==> src/rtl/opfwd_pkg.sv <==
package opfwd_pkg;

  localparam int NUM_OPS = 2;

  typedef enum logic [1:0] {
    FWD_REGFILE = 2'b00,
    FWD_MEMWB   = 2'b01,
    FWD_EXMEM   = 2'b10
  } fwdSel_e;

  typedef enum logic [1:0] {
    CLS_REGREG = 2'b00,
    CLS_IMM    = 2'b01,
    CLS_MEMOP  = 2'b10,
    CLS_BRANCH = 2'b11
  } instrClass_e;

  typedef struct packed {
    logic [NUM_OPS-1:0] takeExMem;
    logic [NUM_OPS-1:0] takeMemWb;
  } fwdStrobes_t;

endpackage

==> src/rtl/opfwd_match.sv <==
module opfwd_match #(
  parameter int REG_ADDR_W = 5
) (
  input  logic                  needed,
  input  logic [REG_ADDR_W-1:0] srcReg,
  input  logic [REG_ADDR_W-1:0] dstReg,
  input  logic                  wrEn,
  output logic                  hit
);
  localparam logic [REG_ADDR_W-1:0] ZERO_REG = '0;

  logic dstLive;
  assign dstLive = wrEn && (dstReg != ZERO_REG);
  assign hit     = needed && dstLive && (dstReg == srcReg);
endmodule

==> src/rtl/opfwd_ctrl.sv <==
module opfwd_ctrl
  import opfwd_pkg::*;
#(
  parameter int REG_ADDR_W = 5
) (
  input  logic [REG_ADDR_W-1:0] srcRegA,
  input  logic [REG_ADDR_W-1:0] srcRegB,
  input  logic [1:0]            instrClass,
  input  logic [REG_ADDR_W-1:0] exMemDst,
  input  logic                  exMemWrEn,
  input  logic [REG_ADDR_W-1:0] memWbDst,
  input  logic                  memWbWrEn,
  output fwdStrobes_t           strobes
);
  instrClass_e          cls;
  logic [NUM_OPS-1:0]   opRead;
  logic [REG_ADDR_W-1:0] srcReg [NUM_OPS];
  logic [NUM_OPS-1:0]   exHit;
  logic [NUM_OPS-1:0]   wbHit;

  assign cls       = instrClass_e'(instrClass);
  assign srcReg[0] = srcRegA;
  assign srcReg[1] = srcRegB;

  always_comb begin
    unique case (cls)
      CLS_REGREG, CLS_BRANCH: opRead = 2'b11;
      CLS_IMM, CLS_MEMOP:     opRead = 2'b01;
      default:                opRead = 2'b01;
    endcase
  end

  generate
    for (genvar op = 0; op < NUM_OPS; op++) begin : g_op
      opfwd_match #(.REG_ADDR_W(REG_ADDR_W)) u_exMatch (
        .needed (opRead[op]),
        .srcReg (srcReg[op]),
        .dstReg (exMemDst),
        .wrEn   (exMemWrEn),
        .hit    (exHit[op])
      );
      opfwd_match #(.REG_ADDR_W(REG_ADDR_W)) u_wbMatch (
        .needed (opRead[op]),
        .srcReg (srcReg[op]),
        .dstReg (memWbDst),
        .wrEn   (memWbWrEn),
        .hit    (wbHit[op])
      );
      assign strobes.takeExMem[op] = exHit[op];
      assign strobes.takeMemWb[op] = wbHit[op] && !exHit[op];
    end
  endgenerate
endmodule

==> src/rtl/opfwd_datapath.sv <==
module opfwd_datapath
  import opfwd_pkg::*;
#(
  parameter int DATA_W = 32
) (
  input  fwdStrobes_t       strobes,
  input  logic [DATA_W-1:0] rfDataA,
  input  logic [DATA_W-1:0] rfDataB,
  input  logic [DATA_W-1:0] exMemData,
  input  logic [DATA_W-1:0] memWbData,
  output logic [1:0]        selA,
  output logic [1:0]        selB,
  output logic [DATA_W-1:0] operandA,
  output logic [DATA_W-1:0] operandB
);
  logic [DATA_W-1:0] rfData  [NUM_OPS];
  logic [DATA_W-1:0] opData  [NUM_OPS];
  fwdSel_e           selCode [NUM_OPS];

  assign rfData[0] = rfDataA;
  assign rfData[1] = rfDataB;

  generate
    for (genvar op = 0; op < NUM_OPS; op++) begin : g_mux
      always_comb begin
        if (strobes.takeExMem[op])      selCode[op] = FWD_EXMEM;
        else if (strobes.takeMemWb[op]) selCode[op] = FWD_MEMWB;
        else                            selCode[op] = FWD_REGFILE;
      end
      always_comb begin
        unique case (selCode[op])
          FWD_EXMEM: opData[op] = exMemData;
          FWD_MEMWB: opData[op] = memWbData;
          default:   opData[op] = rfData[op];
        endcase
      end
    end
  endgenerate

  assign selA     = selCode[0];
  assign selB     = selCode[1];
  assign operandA = opData[0];
  assign operandB = opData[1];
endmodule

==> src/rtl/opfwd_top.sv <==
module opfwd_top
  import opfwd_pkg::*;
#(
  parameter int REG_ADDR_W = 5,
  parameter int DATA_W     = 32
) (
  input  logic [REG_ADDR_W-1:0] srcRegA,
  input  logic [REG_ADDR_W-1:0] srcRegB,
  input  logic [1:0]            instrClass,
  input  logic [REG_ADDR_W-1:0] exMemDst,
  input  logic                  exMemWrEn,
  input  logic [REG_ADDR_W-1:0] memWbDst,
  input  logic                  memWbWrEn,
  input  logic [DATA_W-1:0]     rfDataA,
  input  logic [DATA_W-1:0]     rfDataB,
  input  logic [DATA_W-1:0]     exMemData,
  input  logic [DATA_W-1:0]     memWbData,
  output logic [1:0]            selA,
  output logic [1:0]            selB,
  output logic [DATA_W-1:0]     operandA,
  output logic [DATA_W-1:0]     operandB
);
  fwdStrobes_t strobes;

  opfwd_ctrl #(.REG_ADDR_W(REG_ADDR_W)) u_ctrl (
    .srcRegA    (srcRegA),
    .srcRegB    (srcRegB),
    .instrClass (instrClass),
    .exMemDst   (exMemDst),
    .exMemWrEn  (exMemWrEn),
    .memWbDst   (memWbDst),
    .memWbWrEn  (memWbWrEn),
    .strobes    (strobes)
  );

  opfwd_datapath #(.DATA_W(DATA_W)) u_dp (
    .strobes   (strobes),
    .rfDataA   (rfDataA),
    .rfDataB   (rfDataB),
    .exMemData (exMemData),
    .memWbData (memWbData),
    .selA      (selA),
    .selB      (selB),
    .operandA  (operandA),
    .operandB  (operandB)
  );
endmodule

==> config.mk <==
export PLATFORM = sky130hd
export DESIGN_NAME = opfwd_top
export DESIGN_NICKNAME = d
export VERILOG_FILES = /design/src/rtl/opfwd_pkg.sv /design/src/rtl/opfwd_match.sv /design/src/rtl/opfwd_ctrl.sv /design/src/rtl/opfwd_datapath.sv /design/src/rtl/opfwd_top.sv
export SDC_FILE = /design/constraint.sdc
export NUM_CORES = 1
export LEC_CHECK = 0
export BUFFER_PORTS_ARGS = -buffer_cell sky130_fd_sc_hd__buf_2
export CORE_MARGIN = 2
export CORE_UTILIZATION = 36
export DETAILED_ROUTE_END_ITERATION = 16
export GPL_ROUTABILITY_DRIVEN = 0
export PLACE_DENSITY = 0.92
export SKIP_LAST_GASP = 1
export SLEW_MARGIN = 5
export SYNTH_ARGS = -nofsm -noshare
export SYNTH_HDL_FRONTEND = slang
export SYNTH_SLANG_ARGS = --single-unit
==> constraint.sdc <==
create_clock -name vclk -period 1.3
set_input_delay 0.065 -clock vclk [all_inputs]
set_output_delay 0.065 -clock vclk [all_outputs]
set_load 0.005 [all_outputs]
## Word level (Yosys, flattened, before mapping)

Cells that the tools add are included.

| operators by class | value |
|---|---|
| add/sub/neg operators | 0 |
| $mul | 0 |
| div/mod/pow operators | 0 |
| order comparisons | 0 |
| eq/ne operators | 11 |
| shift-type cells | 0 |
| muxes and demuxes | 7 |
| bitwise logic cells | 0 |
| reductions and logical operators | 19 |

Operator list:

| cell | number |
|---|---|
| $pmux W32 S2 | 2 |
| $eq A5 B5 Y1 | 4 |
| $logic_and A1 B1 Y1 | 12 |
| $reduce_bool A5 Y1 | 2 |
| $eq A2 B2 Y1 const B | 4 |
| $eq A2 B1 Y1 const B | 3 |
| $mux W2 | 2 |
| $pmux W2 S2 | 1 |
| $reduce_or A2 Y1 | 2 |
| $logic_not A1 Y1 | 2 |
| $logic_not A2 Y1 | 1 |
| $mux W1 | 2 |

| storage, ports and cells | value |
|---|---|
| register bits after elaboration | 0 |
| bits in latches | 0 |
| RAM bits | 0 |
| ROM bits | 0 |
| input port bits | 152 |
| memories kept | 0 |

## Depth between registers and ports, before layout

| depth | value |
|---|---|
| word-level depth | 11 |
| mapped depth | 6 |
| gate-level depth less buffers | 5 |

## By module

From an unflattened synthesis, not the netlist that was laid out.

| second synthesis, totals | value |
|---|---|
| cells, all modules | 262 |
| area, all modules | 1,769.2 µm² |

By module, submodules not included:

| module | instances | cells each | area each (µm²) |
|---|---|---|---|
| opfwd_datapath | 1 | 218 | 1,438.9 |
| opfwd_match | 4 | 10 | 76.3 |
| opfwd_ctrl | 1 | 4 | 25.0 |

## Worst setup path before layout

Ideal clock, no wire load.

| timing | value |
|---|---|
| kind | input to output |
| from | input port exMemDst[1] |
| to | output port operandA[12] |
| data arrival time | 1,308 ps |
| required time | 1,235 ps |
| setup slack | -73 ps |
| cell stages on the path | 6 |
| cell sequence | or4_1 > o21ai_2 > buf_4 > buf_2 > nor4_1 > a31oi_1 |

| on the way | value |
|---|---|
| longest elaborated chain between the ends | 10 |

RTL lines:

| item | line | source |
|---|---|---|
| start, declared | opfwd_top.sv:10 | `input logic [REG_ADDR_W-1:0] exMemDst,` |
| $reduce_bool A5 Y1 | opfwd_match.sv:13 | `assign dstLive = wrEn && (dstReg != ZERO_REG);` |
| $logic_and A1 B1 Y1 | opfwd_match.sv:13 |  |
| $logic_and A1 B1 Y1 | opfwd_match.sv:14 | `assign hit = needed && dstLive && (dstReg == srcReg);` |
| $logic_and A1 B1 Y1 * | opfwd_match.sv:14 |  |
| $logic_not A1 Y1 | opfwd_ctrl.sv:50 | `assign strobes.takeMemWb[op] = wbHit[op] && !exHit[op];` |
| $logic_and A1 B1 Y1 | opfwd_ctrl.sv:50 |  |
| $mux W1 | opfwd_datapath.sv:27 | `else if (strobes.takeMemWb[op]) selCode[op] = FWD_MEMWB;` |
| $mux W2 * | opfwd_datapath.sv:26 | `if (strobes.takeExMem[op]) selCode[op] = FWD_EXMEM;` |
| $eq A2 B1 Y1 or $eq A2 B2 Y1 (tied branches) | opfwd_datapath.sv:31 | `unique case (selCode[op])` |
| $pmux W32 S2 * | opfwd_datapath.sv:31 |  |
| end, declared | opfwd_top.sv:20 | `output logic [DATA_W-1:0] operandA,` |

Mark *: on every way between the ends. The rest lies on a longest branch, timed or not.

## Final worst setup path

| timing | value |
|---|---|
| from | input port memWbDst[0] |
| to | output port operandB[16] |

| on the way | value |
|---|---|
| longest elaborated chain between the ends | 9 |

RTL lines:

| item | line | source |
|---|---|---|
| start, declared | opfwd_top.sv:12 | `input logic [REG_ADDR_W-1:0] memWbDst,` |
| $reduce_bool A5 Y1 | opfwd_match.sv:13 |  |
| $logic_and A1 B1 Y1 | opfwd_match.sv:13 |  |
| $logic_and A1 B1 Y1 | opfwd_match.sv:14 |  |
| $logic_and A1 B1 Y1 * | opfwd_match.sv:14 |  |
| $logic_and A1 B1 Y1 * | opfwd_ctrl.sv:50 |  |
| $mux W1 * | opfwd_datapath.sv:27 |  |
| $mux W2 * | opfwd_datapath.sv:26 |  |
| $eq A2 B1 Y1 or $eq A2 B2 Y1 (tied branches) | opfwd_datapath.sv:31 |  |
| $pmux W32 S2 * | opfwd_datapath.sv:31 |  |
| end, declared | opfwd_top.sv:21 | `output logic [DATA_W-1:0] operandB` |

Marks and branches as above.

==> results by group <==
Global routing
  – Number of global-route vias before repair: 4382
  – Largest net degree at the start of global routing: 43
  – Initial antenna violation count: 1
  – Overflow after GRT: 0
  – Wire length of the first global-routing pass: 21790 µm
  – GRT Util Overall: 36.47%

Yosys
  – Synthesized instance count: 371
  – Syn_area_per_cell: 6.391 µm²
  – Post-synth top area cell: o31ai_1
  – Yosys cell types: 24
  – Seq/Total Area, Yosys: 0%
  – Count leader, synth: nand4_1
  – Synth Warn #: 0
  – Top post-synthesis cells by count: nand4_1 (66), a31oi_1 (64), nor4_1 (64), o31ai_1 (64), clkbuf_1 (36)
  – Ranking of synthesized cells by area: o31ai_1 (20%), nand4_1 (17%), a31oi_1 (17%)
  – Net Count, Synth: 523
  – Netlist Area Pre-Place: 0.002371 mm²
  – Yosys top cell area share: 20.26%

STA
  – Endpoints failing setup: 68
  – Setup TNS Final: -26.02 ns
  – Worst slew margin: 61.15%
  – Max Fclk: 569.7 MHz
  – RSZ-0062 raised after global routing: true
  – Slew Limit Fails: 0
  – Worst-margin pin slew: 0.5775 ns
  – Minimum clock period: 1.755 ns
  – Hold Vio Cnt, Final: 0
  – Final period util: 135.0%
  – Final WS setup: -0.4552 ns

Detailed routing
  – DR vias/cell: 7.081
  – DR WL/cell: 22.53 µm
  – Drt initial violations: 600
  – Final WL: 15030 µm
  – DRC viols: 0
  – Vias post-DR: 4723
  – Drt pass-1 iters: 5
  – Detail Route Antenna Nets: 0

Setup path
  – Crit path kind: primary input to output pin
  – Worst Path Max Fanout: 16
  – Required time of the critical path: 1.24 ns
  – CP Launch Type: primary input
  – Crit path DAT: 1.69 ns
  – Worst Setup End Kind: output pin

Final layout
  – Final non-filler cell total: 667
  – Util after Layout: 67.70%
  – Clock buffers: 0
  – Area grow syn2layout: 81.32%
  – Layout fillers: 526
  – Share of layout cells above drive strength 1: 56.20%
  – FFs & Latches: 0
  – Multi-input gate area: 0.002312 mm²
  – Post-layout nets: 743
  – Sequential Area: 0 µm²

Place
  – DP Cell Count: 655
  – DP Worst Slack: -0.5937 ns
  – Final HPWL DP: 10470 µm
  – IO Port Bufs: 220

Power and ir drop
  – Worst vdd ir: 0.0002606 V
  – LEAKAGE: 0.001668 µW
  – Power Density: 384.9 mW/mm²
  – Total Power: 1655 µW

Clock tree
  – Hold buffers post-CTS: 0

Min path
  – Worst Hold End: operandA[17]
  – Hold Path Depth: 4
  – Min-Delay Path Class: primary input to output pin
  – Hold_sp: rfDataA[17]

Floorplanning
  – Core area: 0.006350 mm²
  – Die H: 85.16 µm
  – Top Ports: 220
  – # rows: 29
  – DIE AREA: 0.007251 mm²
  – Chip Width: 85.16 µm
  – Initial Util: 37.34%

Outcome
  – Failing checks: negative setup slack
  – Status: finished with violations

Job
  – Max cap viols: 0
[logic make-up after synthesis]
kind of cell | synth area share [%]
compound gates | 38.21
xor+xnor | 7.757
buf+inv | 15.14
simple gates | 38.89
[metal layers]
layer / share of wire (%) / global-route usage (%) / up-vias / wire length [µm]
li1: - / - / 2036 / -
met1: 35 / 43.09 / 2158 / 5268
met2: 49 / 65.55 / 460 / 7342
met3: 11 / 4.767 / 69 / 1726
met4: 4.6 / 15.58 / 0 / 688
met5: 0 / 0 / - / 0
[worst max-delay path by stage]
stage | start | end | slack (ns)
2_1_floorplan | memWbDst[0] | operandA[22] | -0.05
3_3_place_gp | exMemDst[2] | operandA[10] | -0.55
3_5_place_dp | exMemDst[1] | operandA[10] | -0.59
4_1_cts | memWbDst[4] | operandA[10] | -0.42
5_1_grt | memWbDst[0] | operandB[14] | -0.49
6_report | memWbDst[0] | operandB[16] | -0.46
[per-stage QoR]
| step | hold slack [ns] | cell area, µm² |
|---|---|---|
| 2_1_floorplan | 0.2605 | 2387 |
| 3_3_place_gp | 0.4724 | 3777 |
| 3_5_place_dp | 0.4760 | 3777 |
| 4_1_cts | 0.4764 | 4024 |
| 5_1_grt | 0.4956 | 4299 |
| 6_report | 0.4657 | 4299 |
[what timing repair did]
action | in CTS | in global routing
pin swaps | 31 | 32
endpoints found under the setup margin | 68 | 68
gates resized for setup | 42 | 34
buffers inserted | 7 | 2
cloned | 0 | 2
[layout by cell type (no fill, tap or decap)]
cell / netlist / layout
nor4_4: 0 / 1
a31oi_2: 0 / 3
a31oi_1: 64 / 58
o31ai_4: 0 / 9
xnor2_1: 17 / 15
or4_4: 1 / 2
nand3_1: 2 / 2
nand2_1: 2 / 2
o31ai_2: 0 / 9
inv_4: 0 / 1
o21a_2: 0 / 1
buf_2: 20 / 214
xnor2_2: 0 / 2
o21ai_4: 0 / 2
and3_1: 1 / 1
nor2_2: 0 / 2
and4_1: 1 / 1
buf_12: 0 / 10
or2_2: 2 / 1
a31oi_4: 0 / 3
inv_6: 0 / 1
xor2_1: 4 / 4
nor4_2: 2 / 2
diode_2: 0 / 1
or2_4: 0 / 1
buf_6: 5 / 11
buf_8: 0 / 5
nor4_1: 64 / 63
buf_4: 6 / 47
nand4_1: 66 / 66
clkbuf_16: 0 / 2
or3_4: 0 / 2
o31ai_1: 64 / 46
[critical path, cell delays in order]
cell,delay (ns)
buf_6,0.10
or4_4,0.55
o21ai_4,0.20
buf_4,0.18
clkbuf_16,0.17
o31ai_1,0.11
a31oi_1,0.18
buf_2,0.14
[power by group]
| group | switching [µW] | total (µW) | internal, µW |
|---|---|---|---|
| logic | 947 | 1650 | 707 |
| clock network | 0 | 0.000103 | 0.000103 |
| registers | 0 | 0 | 0 |
| total | 947 | 1650 | 707 |
[cell type report]
cell class / count / share of cell area, %
Multi-Input combinational cell: 298 / 53.78
Timing Repair Buffer: 289 / 43.57
Tap cell: 77 / 2.241
Inverter: 2 / 0.3492
Antenna cell: 1 / 0.05821
Power figures use the tool's default switching activity.
